### src/rtl/fes_pkg.sv
package fes_pkg;

  localparam int unsigned SYNC_DEPTH_DEF = 2;
  localparam int unsigned PIN_COUNT      = 3;

  // Synchronized pin view, active-high polarity
  typedef struct packed {
    logic stop;
    logic probe;
    logic ignore;
  } pin_view_t;

  // Exception gate: pending error plus issue, unless ignored (mode bit overrides ignore)
  function automatic logic exc_gate(input logic pend, input logic issue,
                                    input logic ne_mode, input logic ign);
    return issue & pend & (ne_mode | ~ign);
  endfunction

  // Error line meaning selected by stop-clock
  function automatic logic line_select(input logic stop, input logic brk, input logic err);
    return stop ? brk : err;
  endfunction

  // Next value of the sticky break flag
  function automatic logic brk_next(input logic stop, input logic cur, input logic hit);
    if (!stop) return 1'b0;
    return cur | hit;
  endfunction

  // Next value of the pending-error flag: set dominates clear
  function automatic logic err_next(input logic cur, input logic set, input logic clr);
    if (set) return 1'b1;
    if (clr) return 1'b0;
    return cur;
  endfunction

endpackage

### src/rtl/fes_sync.sv
module fes_sync #(
  parameter int unsigned STAGES = 2,
  parameter int unsigned WIDTH  = 1,
  parameter logic [WIDTH-1:0] RST_VAL = '1
) (
  input  logic             clk,
  input  logic             rst,
  input  logic [WIDTH-1:0] d_i,
  output logic [WIDTH-1:0] q_o
);

  logic [WIDTH-1:0] stage_q [STAGES];

  generate
    for (genvar s = 0; s < STAGES; s++) begin : g_stage
      if (s == 0) begin : g_first
        always_ff @(posedge clk) begin
          if (rst) stage_q[s] <= RST_VAL;
          else     stage_q[s] <= d_i;
        end
      end else begin : g_rest
        always_ff @(posedge clk) begin
          if (rst) stage_q[s] <= RST_VAL;
          else     stage_q[s] <= stage_q[s-1];
        end
      end
    end
  endgenerate

  assign q_o = stage_q[STAGES-1];

endmodule

### src/rtl/fes_err_track.sv
module fes_err_track
  import fes_pkg::*;
(
  input  logic clk,
  input  logic rst,
  input  logic err_set_i,
  input  logic err_clr_i,
  input  logic issue_i,
  input  logic ne_mode_i,
  input  logic ign_act_i,
  output logic err_pend_o,
  output logic exc_fire_o,
  output logic exc_q_o
);

  logic err_q;
  logic err_d;

  assign err_d      = err_next(err_q, err_set_i, err_clr_i);
  assign exc_fire_o = exc_gate(err_q, issue_i, ne_mode_i, ign_act_i);

  always_ff @(posedge clk) begin
    if (rst) begin
      err_q   <= 1'b0;
      exc_q_o <= 1'b0;
    end else begin
      err_q   <= err_d;
      exc_q_o <= exc_fire_o;
    end
  end

  assign err_pend_o = err_q;

endmodule

### src/rtl/fes_brk_track.sv
module fes_brk_track
  import fes_pkg::*;
#(
  parameter int unsigned BRK_W = 4
) (
  input  logic             clk,
  input  logic             rst,
  input  logic             stop_act_i,
  input  logic             probe_act_i,
  input  logic [BRK_W-1:0] brk_src_i,
  output logic             brk_hit_o,
  output logic             brk_pend_o
);

  logic brk_q;
  logic src_any;

  assign src_any   = |brk_src_i;
  assign brk_hit_o = stop_act_i & (src_any | probe_act_i);

  always_ff @(posedge clk) begin
    if (rst) brk_q <= 1'b0;
    else     brk_q <= brk_next(stop_act_i, brk_q, brk_hit_o);
  end

  assign brk_pend_o = brk_q;

endmodule

### src/rtl/fpu_err_signal.sv
module fpu_err_signal
  import fes_pkg::*;
#(
  parameter int unsigned BRK_W      = 4,
  parameter int unsigned SYNC_DEPTH = SYNC_DEPTH_DEF
) (
  input  logic             clk,
  input  logic             rst,
  input  logic             fp_err_evt_i,
  input  logic             err_clr_i,
  input  logic             stop_clk_n_i,
  input  logic             probe_req_n_i,
  input  logic             ignore_err_n_i,
  input  logic             ne_mode_i,
  input  logic             fp_issue_i,
  input  logic [BRK_W-1:0] brk_evt_i,
  output logic             err_pin_oe_o,
  output logic             fp_exc_req_o
);

  localparam int unsigned PW = PIN_COUNT;

  logic [PW-1:0] pins_raw_n;
  logic [PW-1:0] pins_sync_n;
  pin_view_t     pv;

  // Named internal events for the checker
  logic stop_act;
  logic probe_act;
  logic ign_act;
  logic err_pend;
  logic brk_pend;
  logic brk_hit;
  logic exc_fire;

  assign pins_raw_n = {stop_clk_n_i, probe_req_n_i, ignore_err_n_i};

  fes_sync #(
    .STAGES (SYNC_DEPTH),
    .WIDTH  (PW),
    .RST_VAL({PW{1'b1}})
  ) u_sync (
    .clk (clk),
    .rst (rst),
    .d_i (pins_raw_n),
    .q_o (pins_sync_n)
  );

  assign pv        = pin_view_t'(~pins_sync_n);
  assign stop_act  = pv.stop;
  assign probe_act = pv.probe;
  assign ign_act   = pv.ignore;

  fes_err_track u_err (
    .clk        (clk),
    .rst        (rst),
    .err_set_i  (fp_err_evt_i),
    .err_clr_i  (err_clr_i),
    .issue_i    (fp_issue_i),
    .ne_mode_i  (ne_mode_i),
    .ign_act_i  (ign_act),
    .err_pend_o (err_pend),
    .exc_fire_o (exc_fire),
    .exc_q_o    (fp_exc_req_o)
  );

  fes_brk_track #(.BRK_W(BRK_W)) u_brk (
    .clk         (clk),
    .rst         (rst),
    .stop_act_i  (stop_act),
    .probe_act_i (probe_act),
    .brk_src_i   (brk_evt_i),
    .brk_hit_o   (brk_hit),
    .brk_pend_o  (brk_pend)
  );

  assign err_pin_oe_o = line_select(stop_act, brk_pend, err_pend);

endmodule

### config.mk
export PLATFORM = sky130hd
export DESIGN_NAME = fpu_err_signal
export DESIGN_NICKNAME = d
export VERILOG_FILES = /design/src/rtl/fes_pkg.sv /design/src/rtl/fes_sync.sv /design/src/rtl/fes_err_track.sv /design/src/rtl/fes_brk_track.sv /design/src/rtl/fpu_err_signal.sv
export SDC_FILE = /design/constraint.sdc
export NUM_CORES = 1
export LEC_CHECK = 0
export BUFFER_PORTS_ARGS = -buffer_cell sky130_fd_sc_hd__buf_2
export CAP_MARGIN = 20
export CORE_AREA = 2 2 39 41
export DETAILED_ROUTE_END_ITERATION = 8
export DIE_AREA = 0 0 41 43
export GPL_TIMING_DRIVEN = 0
export RECOVER_POWER = 25
export SYNTH_ARGS = -nofsm -noshare
export SYNTH_HDL_FRONTEND = slang
export SYNTH_SLANG_ARGS = --single-unit
export TNS_END_PERCENT = 100
### constraint.sdc
create_clock -name clk -period 0.8 [get_ports clk]
set_input_delay 0.12 -clock clk [delete_from_list [all_inputs] [get_ports clk]]
set_output_delay 0.12 -clock clk [all_outputs]
set_load 0.02 [all_outputs]
---- Word level (Yosys, flattened, before mapping) ----
Memory sizes are Yosys's and may differ from the RTL's.
Cells that the tools add are included.
W data, S select, Z words.
storage, ports and cells
  memories kept ........................... 1
  bits in registers ....................... 3
  RAM bits ................................ 6
  input bits .............................. 13
  output and inout port bits .............. 2
operators by class
  reduce and logical (&&, ||, !) cells .... 2
  muxes and demuxes ....................... 17
  bitwise gates (word level) .............. 10
memories
  name            words  bits a word  rd ports  clocked after Yosys merged registers in  wr ports  RTL line        text
  u_sync.stage_q  2      3            2         0                                        2         fes_sync.sv:12  logic [WIDTH-1:0] stage_q [STAGES];
operator list
  cell                count
  $mux W1             15
  $mux W3             2
  $or A1 B1 Y1        5
  $reduce_or A4 Y1    1
  $and A1 B1 Y1       3
  $not A3 Y3          1
  $reduce_bool A2 Y1  1
  $not A1 Y1          1

---- Depth between registers and ports, before layout ----
Gate-level depths: netlist of run 1.
  depth in word-level cells ............... 5
  gate-level depth with buffers ........... 2
  mapped depth without buffers ............ 2

---- Hierarchy ----
From an unflattened synthesis of run 1, not the netlist that was laid out.
unflattened totals
  cell total of the unflattened synthesis .. 30
  area total of the unflattened synthesis .. 320.3 um2
modules (own cells, without submodules)
  module          area each (um2)  instances  cells an instance  sequential area each (um2)
  fes_sync        157.7            1          12                 120.1
  fes_err_track   83.8             1          9                  40.0
  fes_brk_track   52.6             1          5                  20.0
  fpu_err_signal  26.3             1          4                  0.0

---- Worst setup path after synthesis of run 1 ----
No wires, ideal clock.
  kind .................................... reg2out
  start ................................... register u_brk.brk_q, in the netlist u_brk.brk_pend_o
  end ..................................... output port err_pin_oe_o
  arrival ................................. 801 ps
  stages on the path, launching flop included .. 3
  data required time ...................... 680 ps
  path buffers ............................ 0
  path slack .............................. -121 ps
  path through ............................ dfxtp_1 > inv_1 > o21ai_0
between the ends
  cells in the longest elaborated chain, start to end .. 1
RTL lines
  element                 RTL line              text
  from (decl)             fes_brk_track.sv:15   logic brk_q;
  from (signal assigned)  fes_brk_track.sv:23   else brk_q <= brk_next(stop_act_i, brk_q, brk_hit_o);
  $mux W1                 fes_pkg.sv:21         return stop ? brk : err;
  to (decl)               fpu_err_signal.sv:17  output logic err_pin_oe_o,
No other way between the ends.

---- Final worst setup path of run 1 ----
Same ends and word-level chain as after synthesis.

==> results of run 1 <==
-- logic make-up after synthesis --
kind of cell | Yosys count | share of synthesized area, %
buf+inv | 2 | 2.692
compound gates | 3 | 6.724
flops | 9 | 64.57
simple gates | 12 | 26.01
-- per-layer routing --
metal	up-vias	global-route usage, %	share of wire, %
met3	0	7.853	15
li1	121	-	-
met1	89	6.579	42
met5	-	0	0
met2	11	6.875	44
met4	0	4.000	0
-- power breakdown --
group	leakage [nW]	total, mW	internal [mW]	switching, mW
sequential	0.0748	0.478	0.470	0.00750
clock	0.0150	0.333	0.191	0.142
combinational	0.0928	0.0762	0.0463	0.0299
-- cells in the final DEF (no fill, tap or decap), types with 2 or more instances in the layout --
cell / count
sky130_fd_sc_hd__dfxtp_1: 6
sky130_fd_sc_hd__clkbuf_1: 2
sky130_fd_sc_hd__buf_2: 11
sky130_fd_sc_hd__dfxtp_2: 3
sky130_fd_sc_hd__buf_4: 2
sky130_fd_sc_hd__clkbuf_4: 3
sky130_fd_sc_hd__inv_1: 2
sky130_fd_sc_hd__or2_2: 6
-- metrics by stage --
stage          worst slack [ns]  utilization, %  cells  cell area (sq um)  setup TNS (ns)
6_report                -0.1884           30.11     61              416.7         -0.1918
5_1_grt                 -0.2383           30.11     61              416.7         -0.2695
4_1_cts                 -0.2072           29.48     60              407.9         -0.2227
3_5_place_dp            0.04067           26.67     56              369.1               0
3_3_place_gp            0.04099           26.67     56              369.1               0
2_1_floorplan           0.03234               -     26              279.0               0
-- area by class of cell --
type,instances,area share (%)
flip-flops and latches,9,44.14
multi-input cells,15,22.52
repair buffers,15,20.42
clock buffers,4,6.306
well taps,16,4.805
inverters,2,1.802
-- path summary, 6_finish.rpt --
path / depth (start not counted) / slack, ns / from / end
worst max register to register: 3 / 0.12 / u_err.err_pend_o / u_err.exc_q_o
worst min-delay path: 2 / 0.05 / probe_req_n_i / u_sync.stage_q[0][1]
worst max-delay path: 3 / -0.19 / u_brk.brk_pend_o / err_pin_oe_o
worst min register to register: 1 / 0.40 / u_sync.stage_q[0][0] / u_sync.stage_q[1][0]
-- registers in the layout, summed over array words and instances, names as in the netlist --
name              flops
u_brk.brk_pend_o      1
u_err.err_pend_o      1
u_err.exc_q_o         1
u_sync.stage_q        6
-- repair_timing --
action	4_1_cts	5_1_grt
buffers inserted	0	1
endpoints found under the setup margin	2	2
resized for setup	6	1
endpoints found under the hold margin	0	0
gates cloned	0	0
-- worst register-to-register path, stage by stage (launching register included) --
cell and delay (ns):
sky130_fd_sc_hd__dfxtp_2 0.34, sky130_fd_sc_hd__buf_4 0.10, sky130_fd_sc_hd__nand2_1 0.04, sky130_fd_sc_hd__nor3_1 0.12
==> impl_summary.txt, run 1 <==
----------------------------------------------------
[Outcome]
  Outcome ... complete, but fails checks
  Violations in the final reports ... setup timing

[Drt]
  Detailed-route wire length per cell ... 6.754 um
  DRC violation total after the first TritonRoute iteration ... 4
  Post-detailed-route via-to-cell ratio ... 3.623
  Via count ... 221
  Detailed-routing iteration count for the pre-antenna-repair pass ... 2
  Final WL ... 412 um
  Number of remaining DRC errors ... 0
  Routed Antenna Nets ... 0

[STA]
  Max-slew violations ... 0
  Setup violators final ... 2
  Least-Margin Pin Slew ... 0.2941 ns
  Worst Hold Margin ... 0.04706 ns
  Setup repair after global routing missed its margin ... yes
  Final critical delay including setup and external delays ... 0.9884 ns
  Post-route worst setup slack ... -0.1884 ns
  Achievable Freq ... 1012 MHz
  Hold Vio Cnt, Final ... 0
  Worst rel slew slack ... 80.39%
  Share of the clock period used by the worst path after layout ... 123.5%
  Worst Skew ... 0.003199 ns

[Placement]
  Count of buffers inserted at the top-level ports ... 14
  Half-perimeter wire length of the detailed placement result ... 315 um
  Placer congestion estimate ... 0.5249

[Synth]
  Synthesized cell area ... 279.0 sq um
  Sequential element share of the synthesized area ... 64.57%
  Leading post-synthesis cells by cell area ... sky130_fd_sc_hd__dfxtp_1 (65%), sky130_fd_sc_hd__or2_2 (13%), sky130_fd_sc_hd__nor4_2 (4.5%), sky130_fd_sc_hd__a311oi_1 (3.1%), sky130_fd_sc_hd__inv_1 (2.7%)
  Count of mapped cells out of synthesis ... 26
  Number of warnings issued by yosys ... 0
  EDFF count, synth ... 0
  Number of register bits inferred by synthesis ... 9
  Total nets after synthesis ... 39
  Share of Yosys cell area claimed by the top area cell type ... 64.57%
  Top cell type by total area after synthesis ... sky130_fd_sc_hd__dfxtp_1
  Leading cell type by number of instances after synthesis ... sky130_fd_sc_hd__dfxtp_1
  Asr flop ratio synth ... 0%
  Avg Synthesized Cell Area ... 10.73 sq um
  Most used DFF post-synth ... sky130_fd_sc_hd__dfxtp_1
  Number of distinct library cells after synthesis ... 11
  Leading post-synthesis cells by instance count ... sky130_fd_sc_hd__dfxtp_1 (9), sky130_fd_sc_hd__or2_2 (6), sky130_fd_sc_hd__inv_1 (2), sky130_fd_sc_hd__nand2_1 (2)

[CTS]
  Clk Latency, worst-skew pair ... 0.25 ns
  Cts bufs inserted ... 3
  Clock tree from TritonCTS ... done
  Clock tree root driver cell ... sky130_fd_sc_hd__clkbuf_4
  Number of hold buffers added after cts ... 0
  Maximum buffer depth of the clock tree ... 2
  Reg clk slew, reported paths ... 0.06 ns
  Clock sink count ... 9
  Number of levels in the clock H-tree ... 1

[Global routing]
  Remaining global-route overflow ... 0
  Number of global-route vias before repair ... 177
  Tot GR Track Use ... 6.370%
  Wire length of the first global-routing pass ... 655 um
  Antenna violations before repair ... 0
  Largest net degree at the start of global routing ... 10

[Cells and area]
  Area growth from synthesis to layout ... 49.33%
  Fillers ... 148
  Number of nets at the end of the flow ... 59
  Fraction of layout instances using a drive strength above 1 ... 62.22%
  Ant diodes ... 0
  Register Area ... 183.9 sq um
  Area of the multi-input gates ... 93.84 sq um

[Pwr]
  Leakage ... 0.1825 nW
  PD cells ... 2129 nW/um^2
  Worst VDD drop ... 0.9102 mV
  Post-layout total power ... 887.0 uW

[Run]
  Max Cap Viol ... 0

[Setup path]
  Master of the slowest instance on the critical path ... sky130_fd_sc_hd__dfxtp_1
  Crit path largest cell delay ... 0.30 ns
  Cell family with most CP delay ... flip-flops
  Sort of element at the start of the critical path ... register
  Critical path class ... reg -> out
  Crit path cell chain ... inv_1 > o21ai_1 > buf_4
  Worst EP required ... 0.68 ns
  Type of element capturing the critical path ... output port
  Buffer and inverter count on the worst path ... 2
  Worst-path maximum fanout ... 2
  Worst EP arrival ... 0.87 ns

[Floorplanning]
  Core area ... 1384 sq um
  Num rows ... 14
  Height of the die ... 43 um
  Full die area ... 1763 sq um
  I/O pin count ... 15
  Die width ... 41 um
  Initial core utilization ... 20.16%

[Min path]
  Kind of path behind the tightest hold check ... in -> reg

----------------------------------------------------
No activity file was read; power rests on OpenSTA's default activity.
==> inputs of run 2 (changes only) <==
- CTS_BUF_LIST: default -> sky130_fd_sc_hd__clkbuf_4
- HOLD_SLACK_MARGIN: default -> 0.05
==> run 2 against run 1 <==
The run still ends with setup timing left. Highest routed layer unchanged. Flip-flop and latch count unchanged. Sequential share of layout area is 0.39 points lower. Largest power group unchanged. Via count down 0.45%.
==> impl_summary.txt, run 2 (synthesized netlist as in run 1, its figures left out) <==
----------------------------------------------------
[STA]
  Setup Total Neg Slack ... -0.1954 ns (-0.003612 ns)
  Setup repair after global routing missed its margin ... yes
  Worst rel slew slack ... 81.07% (+0.67 points)
  Hold Vio Cnt, Final ... 0 (unchanged)
  Share of the clock period used by the worst path after layout ... 123.8% (+0.23 points)
  Final critical delay including setup and external delays ... 0.9902 ns (+0.001855 ns)
  Worst Hold Margin ... 0.04423 ns (-0.002833 ns)
  Setup violators final ... 2 (unchanged)
  Worst Skew ... 0.002429 ns (-0.0007707 ns)
  Max-slew violations ... 0 (unchanged)
  Achievable Freq ... 1010 MHz (-0.19%)
  Post-route worst setup slack ... -0.1902 ns (-0.001855 ns)
  Least-Margin Pin Slew ... 0.2840 ns (-0.01012 ns)

[Cells and area]
  Ant diodes ... 0 (unchanged)
  Commonest cells after routing, fill and taps aside ... sky130_fd_sc_hd__buf_2 (11), sky130_fd_sc_hd__or2_2 (6), sky130_fd_sc_hd__dfxtp_1 (6)
  Area growth from synthesis to layout ... 50.67%
  Top reg by flops ... u_sync.stage_q
  Area of the multi-input gates ... 93.84 sq um (unchanged)
  Post-layout util ... 30.38% (+0.27 points)
  Number of nets at the end of the flow ... 59 (unchanged)
  Max FFs per register ... 6 (unchanged)
  Fillers ... 146 (-1.4%)
  Fraction of layout instances using a drive strength above 1 ... 64.44% (+2.2 points)
  Most common cell after layout, fill and taps aside ... sky130_fd_sc_hd__buf_2
  Register Area ... 183.9 sq um (unchanged)

[Global routing]
  Wire length of the first global-routing pass ... 669 um (+2.1%)
  Largest net degree at the start of global routing ... 10 (unchanged)
  Tot GR Track Use ... 6.673% (+0.30 points)
  Number of global-route vias before repair ... 176 (-0.56%)
  Remaining global-route overflow ... 0 (unchanged)
  Antenna violations before repair ... 0 (unchanged)

[CTS]
  Number of levels in the clock H-tree ... 1 (unchanged)
  Clock tree from TritonCTS ... done
  Clk Latency, worst-skew pair ... 0.25 ns (about the same)
  Reg clk slew, reported paths ... 0.06 ns (about the same)
  Maximum buffer depth of the clock tree ... 2 (unchanged)
  Clock tree root driver cell ... sky130_fd_sc_hd__clkbuf_4
  Clock sink count ... 9 (unchanged)
  Cts bufs inserted ... 3 (unchanged)

[Floorplanning]
  Num rows ... 14 (unchanged)
  Initial core utilization ... 20.16% (unchanged)
  Core area ... 1384 sq um (unchanged)
  Full die area ... 1763 sq um (unchanged)
  Height of the die ... 43 um (unchanged)
  Die width ... 41 um (unchanged)
  I/O pin count ... 15 (unchanged)

[Drt]
  Routed Antenna Nets ... 0 (unchanged)
  Detailed-route wire length per cell ... 6.754 um (unchanged)
  DRC violation total after the first TritonRoute iteration ... 2 (-2)
  Number of remaining DRC errors ... 0 (unchanged)
  Post-detailed-route via-to-cell ratio ... 3.607 (-0.45%)
  Detailed-routing iteration count for the pre-antenna-repair pass ... 2 (unchanged)
  Final WL ... 412 um (unchanged)
  Via count ... 220 (-0.45%)

[Placement]
  Worst Setup Slack post-DPL ... 0.04067 ns (unchanged)
  Placer congestion estimate ... 0.5249 (unchanged)
  Half-perimeter wire length of the detailed placement result ... 315 um (unchanged)
  Count of buffers inserted at the top-level ports ... 14 (unchanged)

[Pwr]
  Worst VDD drop ... 0.8540 mV (-6.2%)
  Leakage ... 0.1859 nW (+1.9%)
  Post-layout total power ... 922.9 uW (+4.1%)
  PD cells ... 2195 nW/um^2 (+3.1%)

[Run]
  Max Cap Viol ... 0 (unchanged)

[Setup path]
  Critical path class ... reg -> out
  Worst EP arrival ... 0.87 ns (about the same)
  Worst EP required ... 0.68 ns (about the same)
  Worst-path maximum fanout ... 2 (unchanged)
  Type of element capturing the critical path ... output port
  Sort of element at the start of the critical path ... register

[Min path]
  Kind of path behind the tightest hold check ... in -> reg

[Outcome]
  Violations in the final reports ... setup timing
  Outcome ... complete, but fails checks

----------------------------------------------------
==> run 2: cell count changes in the layout (fill, tap and decap cells not counted) <==
cell	before	now
sky130_fd_sc_hd__clkbuf_1	2	1
sky130_fd_sc_hd__clkbuf_4	3	4
==> run 2: path summary, 6_finish.rpt <==
kind | startpoint | endpoint | slack (ns) | cells past startpoint
hold / removal | probe_req_n_i | u_sync.stage_q[0][1] | 0.04 | 2
setup / recovery | u_brk.brk_pend_o | err_pin_oe_o | -0.19 | 3
hold reg to reg | u_sync.stage_q[0][0] | u_sync.stage_q[1][0] | 0.40 | 1
setup reg to reg | u_err.err_pend_o | u_err.exc_q_o | 0.12 | 3
==> run 2: critical path, stage by stage, from the launching register on <==
cell,delay [ns]
sky130_fd_sc_hd__dfxtp_1,0.30
sky130_fd_sc_hd__inv_1,0.05
sky130_fd_sc_hd__o21ai_1,0.11
sky130_fd_sc_hd__buf_4,0.15
==> run 2: routing by layer <==
metal / track usage, % / part of all wire (%)
met5: 0 / 0
met4: 4.000 / 0
met3: 9.424 / 17
met2: 6.875 / 45
met1: 6.579 / 38
==> run 2: timing repair <==
action	4_1_cts	5_1_grt
resized for setup	6	1
gates cloned	0	0
endpoints found under the hold margin	3	3
buffers inserted	0	1
endpoints found under the setup margin	2	2
==> run 2: where the power goes <==
group	switching (mW)	internal (mW)	total, mW
Clock	0.144	0.225	0.369
Sequential	0.00750	0.470	0.478
Combinational	0.0297	0.0463	0.0760
==> run 2: cell type report <==
cell class | instances | area share, %
clock buffers | 4 | 7.143
well taps | 16 | 4.762
multi-input cells | 15 | 22.32
flip-flops and latches | 9 | 43.75
inverters | 2 | 1.786
repair buffers | 15 | 20.24
==> run 2: metrics by stage <==
step / cells / area [sq um]
3_5_place_dp: 56 / 369.1
4_1_cts: 60 / 411.6
6_report: 61 / 420.4
2_1_floorplan: 26 / 279.0
3_3_place_gp: 56 / 369.1
5_1_grt: 61 / 420.4
==> inputs of run 3 (changes only) <==
- ABC_AREA: default -> 1
- clock period: 0.8 -> 0.9 ns (I/O delays scaled with it)
==> run 3 against run 2 <==
The run still ends with setup timing left. Largest power group unchanged. Hold slack improved by 0.055 ns. Critical path depth did not move. Highest routed layer is now met4. Global-route usage fell by 0.13 points.
==> impl_summary.txt, run 3 <==
----------------------------------------------------
[Outcome]
  Outcome ... complete, but fails checks
  Violations in the final reports ... setup timing

[Synth]
  Number of warnings issued by yosys ... 0 (unchanged)
  Number of distinct library cells after synthesis ... 8 (-3)
  Total nets after synthesis ... 44 (+13%)
  Count of mapped cells out of synthesis ... 31 (+19%)
  Avg Synthesized Cell Area ... 9.162 sq um (-15%)
  Leading post-synthesis cells by cell area ... sky130_fd_sc_hd__dfxtp_1 (63%), sky130_fd_sc_hd__or2_1 (15%), sky130_fd_sc_hd__nor2_1 (7.9%), sky130_fd_sc_hd__nand2_1 (5.3%), sky130_fd_sc_hd__inv_1 (2.6%)
  Share of Yosys cell area claimed by the top area cell type ... 63.44% (-1.1 points)
  Leading cell type by number of instances after synthesis ... sky130_fd_sc_hd__dfxtp_1
  Most used DFF post-synth ... sky130_fd_sc_hd__dfxtp_1
  Asr flop ratio synth ... 0% (unchanged)
  Synthesized cell area ... 284.0 sq um (+1.8%)
  Leading post-synthesis cells by instance count ... sky130_fd_sc_hd__dfxtp_1 (9), sky130_fd_sc_hd__or2_1 (7), sky130_fd_sc_hd__nor2_1 (6)
  Sequential element share of the synthesized area ... 63.44% (-1.1 points)
  EDFF count, synth ... 0 (unchanged)
  Number of register bits inferred by synthesis ... 9 (unchanged)
  Top cell type by total area after synthesis ... sky130_fd_sc_hd__dfxtp_1

[Cells and area]
  Post-layout util ... 32.37% (+2.0 points)
  Area growth from synthesis to layout ... 57.71%
  Most common cell after layout, fill and taps aside ... sky130_fd_sc_hd__buf_2
  Number of nets at the end of the flow ... 67 (+14%)
  Commonest cells after routing, fill and taps aside ... sky130_fd_sc_hd__buf_2 (13), sky130_fd_sc_hd__or2_1 (7), sky130_fd_sc_hd__nor2_1 (6), sky130_fd_sc_hd__dfxtp_1 (6)
  Top reg by flops ... u_sync.stage_q
  Filler-free cell count of the finished design ... 69 (+13%)
  Ant diodes ... 0 (unchanged)
  Fraction of layout instances using a drive strength above 1 ... 43.40% (-21 points)
  Max FFs per register ... 6 (unchanged)
  Fillers ... 146 (unchanged)

[Setup path]
  Master of the slowest instance on the critical path ... sky130_fd_sc_hd__dfxtp_2
  Worst EP required ... 0.76 ns (+0.08 ns)
  Sort of element at the start of the critical path ... register
  Critical path class ... reg -> out
  Crit path cell chain ... inv_2 > o21ai_1 > buf_4
  Crit path largest cell delay ... 0.32 ns (+0.02 ns)
  Worst-path maximum fanout ... 2 (unchanged)
  Type of element capturing the critical path ... output port
  Worst EP arrival ... 0.87 ns (about the same)

[STA]
  Max-slew violations ... 0 (unchanged)
  Achievable Freq ... 992.6 MHz
  Setup Total Neg Slack ... -0.1075 ns (+0.08788 ns)
  Setup repair after global routing missed its margin ... yes
  Hold Vio Cnt, Final ... 0 (unchanged)
  Worst Skew ... 0.0004157 ns (-0.002013 ns)
  Least-Margin Pin Slew ... 0.1281 ns (-0.1559 ns)
  Final critical delay including setup and external delays ... 1.007 ns
  Share of the clock period used by the worst path after layout ... 111.9%
  Worst rel slew slack ... 91.40% (+10 points)
  Post-route worst setup slack ... -0.1075 ns (+0.08273 ns)
  Setup violators final ... 1 (-1)

[CTS]
  Maximum buffer depth of the clock tree ... 2 (unchanged)
  Clock tree from TritonCTS ... done
  Clock sink count ... 9 (unchanged)
  Cts bufs inserted ... 3 (unchanged)
  Clock tree root driver cell ... sky130_fd_sc_hd__clkbuf_4
  Number of levels in the clock H-tree ... 1 (unchanged)
  Reg clk slew, reported paths ... 0.06 ns (about the same)
  Clk Latency, worst-skew pair ... 0.25 ns (about the same)

[Global routing]
  Remaining global-route overflow ... 0 (unchanged)
  Wire length of the first global-routing pass ... 662 um (-1.0%)
  Number of global-route vias before repair ... 189 (+7.4%)
  Antenna violations before repair ... 0 (unchanged)
  Largest net degree at the start of global routing ... 10 (unchanged)
  Tot GR Track Use ... 6.546% (-0.13 points)

[Drt]
  Post-detailed-route via-to-cell ratio ... 3.507 (-2.8%)
  Routed Antenna Nets ... 0 (unchanged)
  Number of remaining DRC errors ... 0 (unchanged)
  Detailed-route wire length per cell ... 6.594 um (-2.4%)
  Via count ... 242 (+10%)
  Detailed-routing iteration count for the pre-antenna-repair pass ... 1 (-1)
  Final WL ... 455 um (+10%)
  DRC violation total after the first TritonRoute iteration ... 0 (-2)

[Run]
  Max Cap Viol ... 0 (unchanged)

[Floorplanning]
  I/O pin count ... 15 (unchanged)
  Core area ... 1384 sq um (unchanged)
  Full die area ... 1763 sq um (unchanged)
  Num rows ... 14 (unchanged)
  Height of the die ... 43 um (unchanged)
  Die width ... 41 um (unchanged)
  Initial core utilization ... 20.52% (+0.36 points)

[Placement]
  Placer congestion estimate ... 0.5671 (+8.0%)
  Cell count after placement ... 61 (+8.9%)
  Count of buffers inserted at the top-level ports ... 14 (unchanged)

[Min path]
  Kind of path behind the tightest hold check ... in -> reg

[Pwr]
  Worst VDD drop ... 0.8654 mV (+1.3%)
  PD cells ... 1838 nW/um^2 (-16%)
  Leakage ... 0.2117 nW (+14%)

----------------------------------------------------
==> run 3: critical path: cells and delay by family, from the launching register on <==
family	cells	cell delay, ns
DFF	1	0.32
buffers and inverters	2	0.18
AOI/OAI and AO/OA	1	0.12
==> run 3: worst paths after layout <==
kind | startpoint | to | slack (ns) | cells after the start
worst max-delay path | u_brk.brk_pend_o | err_pin_oe_o | -0.11 | 3
worst min-delay path | fp_err_evt_i | u_err.err_pend_o | 0.1 | 3
worst max register to register | u_brk.brk_pend_o | u_brk.brk_pend_o | 0.17 | 5
worst min register to register | u_sync.stage_q[0][0] | u_sync.stage_q[1][0] | 0.40 | 1
==> run 3: layer usage <==
layer	vias up	GRT usage, %	wire (um)	share of wire [%]
li1	138	-	-	-
met2	10	7.813	191	42
met5	-	0	0	0
met4	0	8.000	8	1.8
met1	92	5.195	214	47
met3	2	6.283	41	9.0
==> run 3: what timing repair did <==
item / 4_1_cts / 5_1_grt
pin swaps: 0 / 1
hold endpoints to repair: 3 / 0
gates cloned: 0 / 0
endpoints found under the setup margin: 1 / 1
resized for setup: 3 / 2
hold buffers: 3 / 0
setup buffers: 0 / 1
==> run 3: per-stage QoR <==
| step | hold slack, ns | power [mW] | instance area [sq um] | worst slack (ns) |
|---|---|---|---|---|
| final | 0.09939 | 0.8233 | 447.9 | -0.1075 |
| after global routing | 0.08880 | 0.8831 | 447.9 | -0.1826 |
| after CTS | 0.09108 | 0.8386 | 439.2 | -0.1116 |
| after detailed placement | 0.3131 | 0.4915 | 374.1 | 0.1422 |
| after global placement | 0.3133 | 0.4895 | 374.1 | 0.1593 |
| after floorplan | 0.2074 | 0.4563 | 284.0 | 0.1176 |
==> run 3: cell families after synthesis <==
| group | count (synthesis) | share of synthesized area [%] |
|---|---|---|
| buffers and inverters | 2 | 2.644 |
| flip-flops | 9 | 63.44 |
| AO/OA/AOI/OAI | 2 | 3.521 |
| AND/OR/NAND/NOR | 18 | 30.39 |
==> run 3: layout make-up <==
type	count	area (sq um)	area share, %
timing repair buffer	18	110.1	24.58
clock buffer	4	30.03	6.704
multi-input combinational	20	96.34	21.51
inverter	2	7.507	1.676
tap	16	20.02	4.469
sequential	9	183.9	41.06
==> run 3: where the power goes <==
group / leakage [nW] / internal, mW / switching, mW
clock: 0.0184 / 0.200 / 0.127
combinational: 0.119 / 0.0451 / 0.0282
sequential: 0.0748 / 0.418 / 0.00576
total: 0.212 / 0.663 / 0.160
